===== config.mk =====
export PLATFORM = sky130hd
export DESIGN_NAME = pix_wr_addr_gen
export DESIGN_NICKNAME = d
export VERILOG_FILES = /design/src/rtl/pwa_pkg.sv /design/src/rtl/pwa_col_ctr.sv /design/src/rtl/pwa_row_ctr.sv /design/src/rtl/pwa_col_map.sv /design/src/rtl/pix_wr_addr_gen.sv
export SDC_FILE = /design/constraint.sdc
export NUM_CORES = 1
export LEC_CHECK = 0
export ABC_CLOCK_PERIOD_IN_PS = 5350
export BUFFER_PORTS_ARGS = -buffer_cell sky130_fd_sc_hd__buf_2
export CAP_MARGIN = 25
export CORE_ASPECT_RATIO = 0.7
export CORE_MARGIN = 2
export CORE_UTILIZATION = 50
export CTS_CLUSTER_SIZE = 16
export DETAILED_ROUTE_END_ITERATION = 10
export PLACE_DENSITY_LB_ADDON = 0.12
export SLEW_MARGIN = 5
export SYNTH_ARGS = -nofsm -noshare
export SYNTH_HDL_FRONTEND = slang
export SYNTH_SLANG_ARGS = --single-unit

===== constraint.sdc =====
create_clock -name clk -period 5.35 [get_ports clk]
set_clock_uncertainty 0.05 [all_clocks]
set_input_delay 0 -clock clk [delete_from_list [all_inputs] [get_ports clk]]
set_output_delay 0 -clock clk [all_outputs]
set_load 0.02 [all_outputs]

===== src/rtl/pwa_pkg.sv =====
package pwa_pkg;
  // Saturate a loaded address to the last legal index.
  function automatic int clamp_addr(input int v, input int last);
    return (v > last) ? last : v;
  endfunction

  // Column after one write; saturate or wrap at the last column.
  function automatic int col_after(input int c, input int last, input logic wrap);
    if (c < last) return c + 1;
    return wrap ? 0 : last;
  endfunction

  // Row after one step in the selected direction, wrapping at both ends.
  function automatic int row_after(input int r, input int last, input logic down);
    if (down) return (r == 0) ? last : r - 1;
    return (r == last) ? 0 : r + 1;
  endfunction

  // Physical column for a logical column.
  function automatic int phys_col(input int c, input int last, input logic mirror);
    return mirror ? (last - c) : c;
  endfunction
endpackage


===== src/rtl/pwa_col_ctr.sv =====
module pwa_col_ctr import pwa_pkg::*; #(
  parameter int COLS = 104,
  parameter int CW   = $clog2(COLS)
) (
  input  logic          clk,
  input  logic          rst_n,
  input  logic          ld,
  input  logic [CW-1:0] ld_val,
  input  logic          adv,
  input  logic          wrap_en,
  output logic [CW-1:0] col_q,
  output logic          row_step_ev
);
  localparam int LAST = COLS - 1;

  // Row moves only when a write wraps the column and no load overrides it.
  assign row_step_ev = adv && !ld && wrap_en && (int'(col_q) == LAST);

  always_ff @(posedge clk or negedge rst_n) begin
    if (!rst_n)   col_q <= '0;
    else if (ld)  col_q <= CW'(clamp_addr(int'(ld_val), LAST));
    else if (adv) col_q <= CW'(col_after(int'(col_q), LAST, wrap_en));
  end

  AST_COL_RANGE: assert property (@(posedge clk) disable iff (!rst_n)
    int'(col_q) <= LAST);
  AST_COL_SATURATE: assert property (@(posedge clk) disable iff (!rst_n)
    (adv && !ld && !wrap_en && int'(col_q) == LAST) |=> int'(col_q) == LAST);
  AST_COL_WRAP_ZERO: assert property (@(posedge clk) disable iff (!rst_n)
    row_step_ev |=> col_q == '0);
  AST_COL_LOAD: assert property (@(posedge clk) disable iff (!rst_n)
    (ld && int'(ld_val) <= LAST) |=> col_q == $past(ld_val));
  AST_COL_CLAMP: assert property (@(posedge clk) disable iff (!rst_n)
    (ld && int'(ld_val) > LAST) |=> int'(col_q) == LAST);
  AST_COL_ADVANCE: assert property (@(posedge clk) disable iff (!rst_n)
    (adv && !ld && int'(col_q) < LAST) |=> col_q == $past(col_q) + 1'b1);
endmodule


===== src/rtl/pwa_row_ctr.sv =====
module pwa_row_ctr import pwa_pkg::*; #(
  parameter int ROWS = 80,
  parameter int RW   = $clog2(ROWS)
) (
  input  logic          clk,
  input  logic          rst_n,
  input  logic          ld,
  input  logic [RW-1:0] ld_val,
  input  logic          step,
  input  logic          down,
  output logic [RW-1:0] row_q
);
  localparam int LAST = ROWS - 1;

  always_ff @(posedge clk or negedge rst_n) begin
    if (!rst_n)    row_q <= '0;
    else if (ld)   row_q <= RW'(clamp_addr(int'(ld_val), LAST));
    else if (step) row_q <= RW'(row_after(int'(row_q), LAST, down));
  end

  AST_ROW_RANGE: assert property (@(posedge clk) disable iff (!rst_n)
    int'(row_q) <= LAST);
  AST_ROW_HOLD: assert property (@(posedge clk) disable iff (!rst_n)
    (!ld && !step) |=> $stable(row_q));
  AST_ROW_UP: assert property (@(posedge clk) disable iff (!rst_n)
    (step && !ld && !down && int'(row_q) < LAST) |=> row_q == $past(row_q) + 1'b1);
  AST_ROW_TOP_WRAP: assert property (@(posedge clk) disable iff (!rst_n)
    (step && !ld && !down && int'(row_q) == LAST) |=> row_q == '0);
  AST_ROW_BOTTOM_WRAP: assert property (@(posedge clk) disable iff (!rst_n)
    (step && !ld && down && row_q == '0) |=> int'(row_q) == LAST);
  AST_ROW_CLAMP: assert property (@(posedge clk) disable iff (!rst_n)
    (ld && int'(ld_val) > LAST) |=> int'(row_q) == LAST);
endmodule


===== src/rtl/pwa_col_map.sv =====
module pwa_col_map import pwa_pkg::*; #(
  parameter int COLS = 104,
  parameter int CW   = $clog2(COLS)
) (
  input  logic [CW-1:0] log_col,
  input  logic          mirror,
  output logic [CW-1:0] phy_col
);
  localparam int LAST = COLS - 1;
  assign phy_col = CW'(phys_col(int'(log_col), LAST, mirror));
endmodule


===== src/rtl/pix_wr_addr_gen.sv =====
module pix_wr_addr_gen #(
  parameter int ROWS  = 80,
  parameter int COLS  = 104,
  parameter int PIX_W = 12,
  localparam int RW   = $clog2(ROWS),
  localparam int CW   = $clog2(COLS)
) (
  input  logic             clk,
  input  logic             rst_n,
  input  logic             row_set,
  input  logic [RW-1:0]    row_set_val,
  input  logic             col_set,
  input  logic [CW-1:0]    col_set_val,
  input  logic             wrap_en,
  input  logic             row_down,
  input  logic             col_mirror,
  input  logic             wr_en,
  input  logic [PIX_W-1:0] wr_data,
  output logic [RW-1:0]    mem_row,
  output logic [CW-1:0]    mem_col,
  output logic             mem_we,
  output logic [PIX_W-1:0] mem_wdata
);
  localparam int COL_LAST = COLS - 1;

  logic [CW-1:0] col_q;
  logic [RW-1:0] row_q;
  logic          row_step_ev;

  pwa_col_ctr #(.COLS(COLS), .CW(CW)) u_col (
    .clk(clk), .rst_n(rst_n), .ld(col_set), .ld_val(col_set_val),
    .adv(wr_en), .wrap_en(wrap_en), .col_q(col_q), .row_step_ev(row_step_ev)
  );

  pwa_row_ctr #(.ROWS(ROWS), .RW(RW)) u_row (
    .clk(clk), .rst_n(rst_n), .ld(row_set), .ld_val(row_set_val),
    .step(row_step_ev), .down(row_down), .row_q(row_q)
  );

  pwa_col_map #(.COLS(COLS), .CW(CW)) u_map (
    .log_col(col_q), .mirror(col_mirror), .phy_col(mem_col)
  );

  assign mem_row   = row_q;
  assign mem_we    = wr_en;
  assign mem_wdata = wr_data;

  AST_MIRROR_SUM: assert property (@(posedge clk) disable iff (!rst_n)
    col_mirror |-> (int'(mem_col) + int'(col_q) == COL_LAST));
  AST_NO_MIRROR_PASS: assert property (@(posedge clk) disable iff (!rst_n)
    !col_mirror |-> mem_col == col_q);
  AST_IDLE_NO_MOVE: assert property (@(posedge clk) disable iff (!rst_n)
    (!wr_en && !col_set && !row_set) |=> ($stable(col_q) && $stable(row_q)));
endmodule


# After elaboration in Yosys (flattened, before gate mapping)
# Index checks and enable logic that the tools add are counted.
# word_totals
ff_bits	14
in_bits	34
wordCells	38
# classes
n_addsub	4
n_lt_le_gt_ge	3
n_eq_ne	2
muxes	20
reduce_logical	7
# ops
cell	count
$mux W7	14
$add A7 B1 Y7 const B	2
$gt A7 B7 Y1 const B	2
$eq A7 B6 Y1 const B	1
$eq A7 B7 Y1 const B	1
$logic_not A7 Y1	1
$lt A7 B7 Y1 const B	1
$sub A7 B1 Y7 const B	1
$sub A7 B7 Y7 const A	1
$mux W1	6
$reduce_bool A2 Y1	2
$logic_and A1 B1 Y1	3
$logic_not A1 Y1	1

# Depth between registers and ports, before layout
# logic_depth
word_depth	9
ltp_mapped	8
depth_no_buf	7

# Cells and area by module
# A second synthesis with hierarchy kept.
# unflattened
hier_cells	179
hier_area_um2	1508.9
# by_module_without_submodules
module	n_inst	cells_each	area_each_um2	seq_area_each_um2
pwa_row_ctr	1	85	750.7	175.2
pwa_col_ctr	1	64	534.3	175.2
pwa_col_map	1	17	126.4	0.0
pix_wr_addr_gen	1	13	97.6	0.0

# Worst setup path before layout
# No wires, ideal clock.
# synth_path
path_type	reg-to-reg
start	register u_row.row_q[0]
end	register u_row.row_q[3]
setup_ps	76
t_arrival_ps	1819
required_time_ps	5224
setup_slack_ps	3405
path_stages_with_launch	9
period_less_slack_ps	1945
path_cell_list	dfrtp_1 clkbuf_1 inv_1 ha_1 or4b_1 a21boi_0 o21bai_1 a31oi_1 o21ai_1
# synth_via
elab_chain_len	6
word_cells_on_any_way	10
cone_classes	add/sub (2); eq/ne (1); mux (6); reduce/logical (1)
# synth_rtl
item	line	text
start: declaration	pwa_row_ctr.sv:11	output logic [RW-1:0] row_q
start signal: assignment	pwa_row_ctr.sv:17	else if (ld) row_q <= RW'(clamp_addr(int'(ld_val), LAST));
start signal: assignment	pwa_row_ctr.sv:18	else if (step) row_q <= RW'(row_after(int'(row_q), LAST, down));
$sub A7 B1 Y7 / $logic_not A7 Y1 (equally long branches)	pwa_pkg.sv:15	if (down) return (r == 0) ? last : r - 1;
$mux W7 (2 in a row)	pwa_pkg.sv:15	
$mux W7 (*)	pwa_pkg.sv:16	return (r == last) ? 0 : r + 1;
$mux W7 (*)	pwa_row_ctr.sv:18	
$mux W7 (*)	pwa_row_ctr.sv:17	
# Every way passes the cells marked *; elsewhere a longest branch is shown, timed or not. The select of a mux whose other input is x is not followed.
# A chain may end at the register's enable or synchronous reset.

# Final worst setup path
# layout_path
start	register u_col.col_q[0]
end	register u_row.row_q[4]
# layout_via
elab_chain_len	3
# layout_rtl
item	line	text
start: declaration	pwa_col_ctr.sv:11	output logic [CW-1:0] col_q,
start signal: assignment	pwa_col_ctr.sv:21	else if (ld) col_q <= CW'(clamp_addr(int'(ld_val), LAST));
start signal: assignment	pwa_col_ctr.sv:22	else if (adv) col_q <= CW'(col_after(int'(col_q), LAST, wrap_en));
$eq A7 B6 Y1	pwa_col_ctr.sv:17	assign row_step_ev = adv && !ld && wrap_en && (int'(col_q) == LAST);
$logic_and A1 B1 Y1	pwa_col_ctr.sv:17	
$reduce_bool A2 Y1 (no line)	-	
# No other way between the ends.

==> flow_metrics.env <==
export IMPL_start_util_pct=53.28
export IMPL_n_fill_cell=218
export IMPL_wire_per_inst_um=14.68
export IMPL_drc=0
export IMPL_grt_use_met3_pct=5.036
export IMPL_finalNonFillerCells=244
export IMPL_violations="hold timing"
export IMPL_crit_arrival_ns=2.27
export IMPL_synthArstFlopShare_pct=100.0
export IMPL_power_density_mw_per_mm2=239.8
export IMPL_die_area_mm2=0.003095
export IMPL_worstSetupStartpointType="flip-flop"
export IMPL_final_nets=252
export IMPL_grt_pass1_vias=1161
export IMPL_portBuffers=36
export IMPL_wirelength_mm=3.583
export IMPL_n_antenna_cell=0
export IMPL_path_class="flip-flop to flip-flop"
export IMPL_worst_pin_slew_ns=0.4802
export IMPL_syn_inst=175
export IMPL_cts_buffers=3
export IMPL_htreeDepth=1
export IMPL_area_delta_synth_final_pct=24.55
export IMPL_yosys_register_bits=14
export IMPL_drtPass1Iterations=4
export IMPL_relSlewSlack_pct=67.74
export IMPL_avgViaCountPerCell=5.705
export IMPL_place_inst=219
export IMPL_syn_cell_area_mm2=0.001330
export IMPL_syn_num_nets=215
export IMPL_grt_first_pass_wirelength_mm=5.471
export IMPL_antenna_found_initial=0
export IMPL_core_mm2=0.002496
export IMPL_synth_avg_cell_area_um2=7.600
export IMPL_hold_path_class="input port to flip-flop"
export IMPL_period_share_pct=40.19
export IMPL_reg2reg_depth=5
export IMPL_rows=15
export IMPL_clock_sinks=14
export IMPL_cp_end_kind="flip-flop"
export IMPL_cts_root_buf="clkbuf_8"
export IMPL_crit_required_ns=5.47
export IMPL_setup_violations=0
export IMPL_p_leak_uw=0.0007351
export IMPL_max_freq_mhz=465.1
export IMPL_reg2reg_from="u_col.col_q[0]"
export IMPL_cts_reportedPaths_clkPinSlew_ns=0.06
export IMPL_maxSlewViolCount=0
export IMPL_drt_iter0_drc=95
export IMPL_critPathMaxFanout=13
export IMPL_status="finished with violations"
export IMPL_hold_buffers=22
export IMPL_place_congestion=0.8425
export IMPL_die_h_um=47.15
export IMPL_use_met2_pct=37.98
export IMPL_post_cts_buffers=0
export IMPL_rr_endpoint="u_row.row_q[4]"
export IMPL_dr_total_vias=1392
export IMPL_grt_use_total_pct=24.26
export IMPL_drive_above_1_share_pct=20.00
export IMPL_insertion_delay_ns=0.25
export IMPL_synth_main_ff_cell="dfrtp_1"
export IMPL_grt_busiest_layer="met2"
export IMPL_timing_hold_ws_ns=-0.0007315
export IMPL_ff2ff_setup_slack_ns=3.20
export IMPL_cts_tree="done"
export IMPL_yosysUniqueCellTypes=42
export IMPL_seq_area_frac_synth_pct=26.34
export IMPL_overflow=0
export IMPL_num_io_pins=61
export IMPL_maxCapViolCount=0
export IMPL_synth_edff_count=0
export IMPL_setup_worst_path_end="u_row.row_q[4]"
export IMPL_setup_tns_final_ns=0
export IMPL_grt_start_max_net_pins=16
export IMPL_ys_warn_count=0
export IMPL_startpoint="u_col.col_q[0]"
export IMPL_die_x_um=65.65
export IMPL_cts_resized=0
export IMPL_clockBufferDepth=2
export IMPL_period_minus_slack_ns=2.150
export IMPL_ant_nets=0
export IMPL_vdd_ir_drop_max_mv=0.1932
export IMPL_rsz0062_at_grt="false"
export IMPL_finalHoldViolations=1
export IMPL_place_hpwl_mm=2.602
export IMPL_gr_usage_met1_pct=34.32
Yosys cell counts (2+ instances only):
cell type   n  area share (%)
clkbuf_1    8             2.3
o21bai_1    2             1.1
nor2_1     16             4.5
nand3_1    10             3.8
a311oi_1    2             1.3
a211o_1     2             1.3
buf_4      15             8.5
inv_1       8             2.3
xnor2_1     6             4.0
dfrtp_1    14              26
buf_2       2            0.75
o22a_1      2             1.3
ha_1        6             5.6
a31oi_1     5             2.4
a21oi_1    20             7.5
a21o_1      3             1.7
nand4_1     2            0.94
xor2_1      3             2.0
nand2_1    12             3.4
o21ai_0    11             4.1
nor3_1      5             1.9
routing by layer:
metal | up-vias | routed length (um)
met5 | - | 0
met4 | 0 | 38
met3 | 4 | 318
met2 | 74 | 1515
met1 | 629 | 1711
li1 | 685 | -
placed cells by master (no fill, tap or decap), drive strengths merged, types with 2 or more instances in the layout:
master       Yosys  routed
nor3             5       5
xor2             3       3
nand4            2       2
a31oi            5       5
o21ai           12      12
dlygate4sd3      0      22
o22a             2       2
o21bai           2       2
a21o             3       3
a21oi           20      20
nand3           10      10
xnor2            6       6
dfrtp           14      14
ha               6       6
clkbuf           9       3
buf             17      36
a311oi           2       2
inv              8       8
nand2           12      12
nor2            16      16
a211o            2       2
final cells by class:
type,count,area [um2],share of cell area [%]
Tap cell,34,42.54,2.568
Clock buffer,3,41.29,2.492
Sequential cell,14,350.3,21.15
Timing Repair Buffer,58,400.4,24.17
Multi-Input combinational cell,127,792.0,47.81
Inverter,8,30.03,1.813
per-stage QoR:
stage | utilization [%] | hold WS [ns] | total power, uW | setup slack [ns] | instance area, um2
5_1_grt | 66.37 | 0.03618 | 422.8 | 3.061 | 1657
6_report | 66.37 | -0.0007315 | 397.2 | 3.200 | 1657
4_1_cts | 66.37 | 0.001718 | 398.8 | 3.233 | 1657
3_5_place_dp | 55.89 | -0.1323 | 289.2 | 3.258 | 1395
2_1_floorplan | - | -0.3456 | 259.1 | 3.405 | 1330
3_3_place_gp | 55.89 | -0.1331 | 286.0 | 3.348 | 1395
worst min-delay path by stage:
stage | end | cells past startpoint | slack [ns] | startpoint
CTS | u_col.col_q[4] | 3 | 0.002 | col_set_val[4]
global route | u_col.col_q[4] | 3 | 0.04 | col_set_val[4]
detailed placement | u_col.col_q[6] | 1 | -0.13 | rst_n
global placement | u_col.col_q[6] | 1 | -0.13 | rst_n
floorplan | u_col.col_q[0] | 0 | -0.35 | rst_n
finish | u_row.row_q[5] | 3 | -0.0007 | row_set_val[5]
kinds of logic after synthesis:
| kind of cell | share of synthesized area [%] |
|---|---|
| compound gates | 25.87 |
| simple gates | 21.36 |
| buf+inv | 14.11 |
| flops | 26.34 |
| xor+xnor | 5.927 |
| fa+ha+maj | 5.644 |
| mux | 0.7526 |
where the power goes:
group / total (uW) / internal (uW) / switching, uW
registers: 146 / 118 / 28.0
logic: 162 / 69.5 / 92.8
clock network: 88.5 / 50.0 / 38.6
total: 397 / 238 / 159
critical path, cell delays in order, from the launching register on:
cell,delay [ns]
dfrtp_1,0.45
ha_1,0.25
and4_1,0.20
nand3_1,0.33
or4_1,0.61
a31oi_1,0.18
sequential cells by signal, summed over array words and instances (netlist names):
register and cells:
u_row.row_q 7, u_col.col_q 7
No activity file was read; power rests on OpenSTA's default activity.
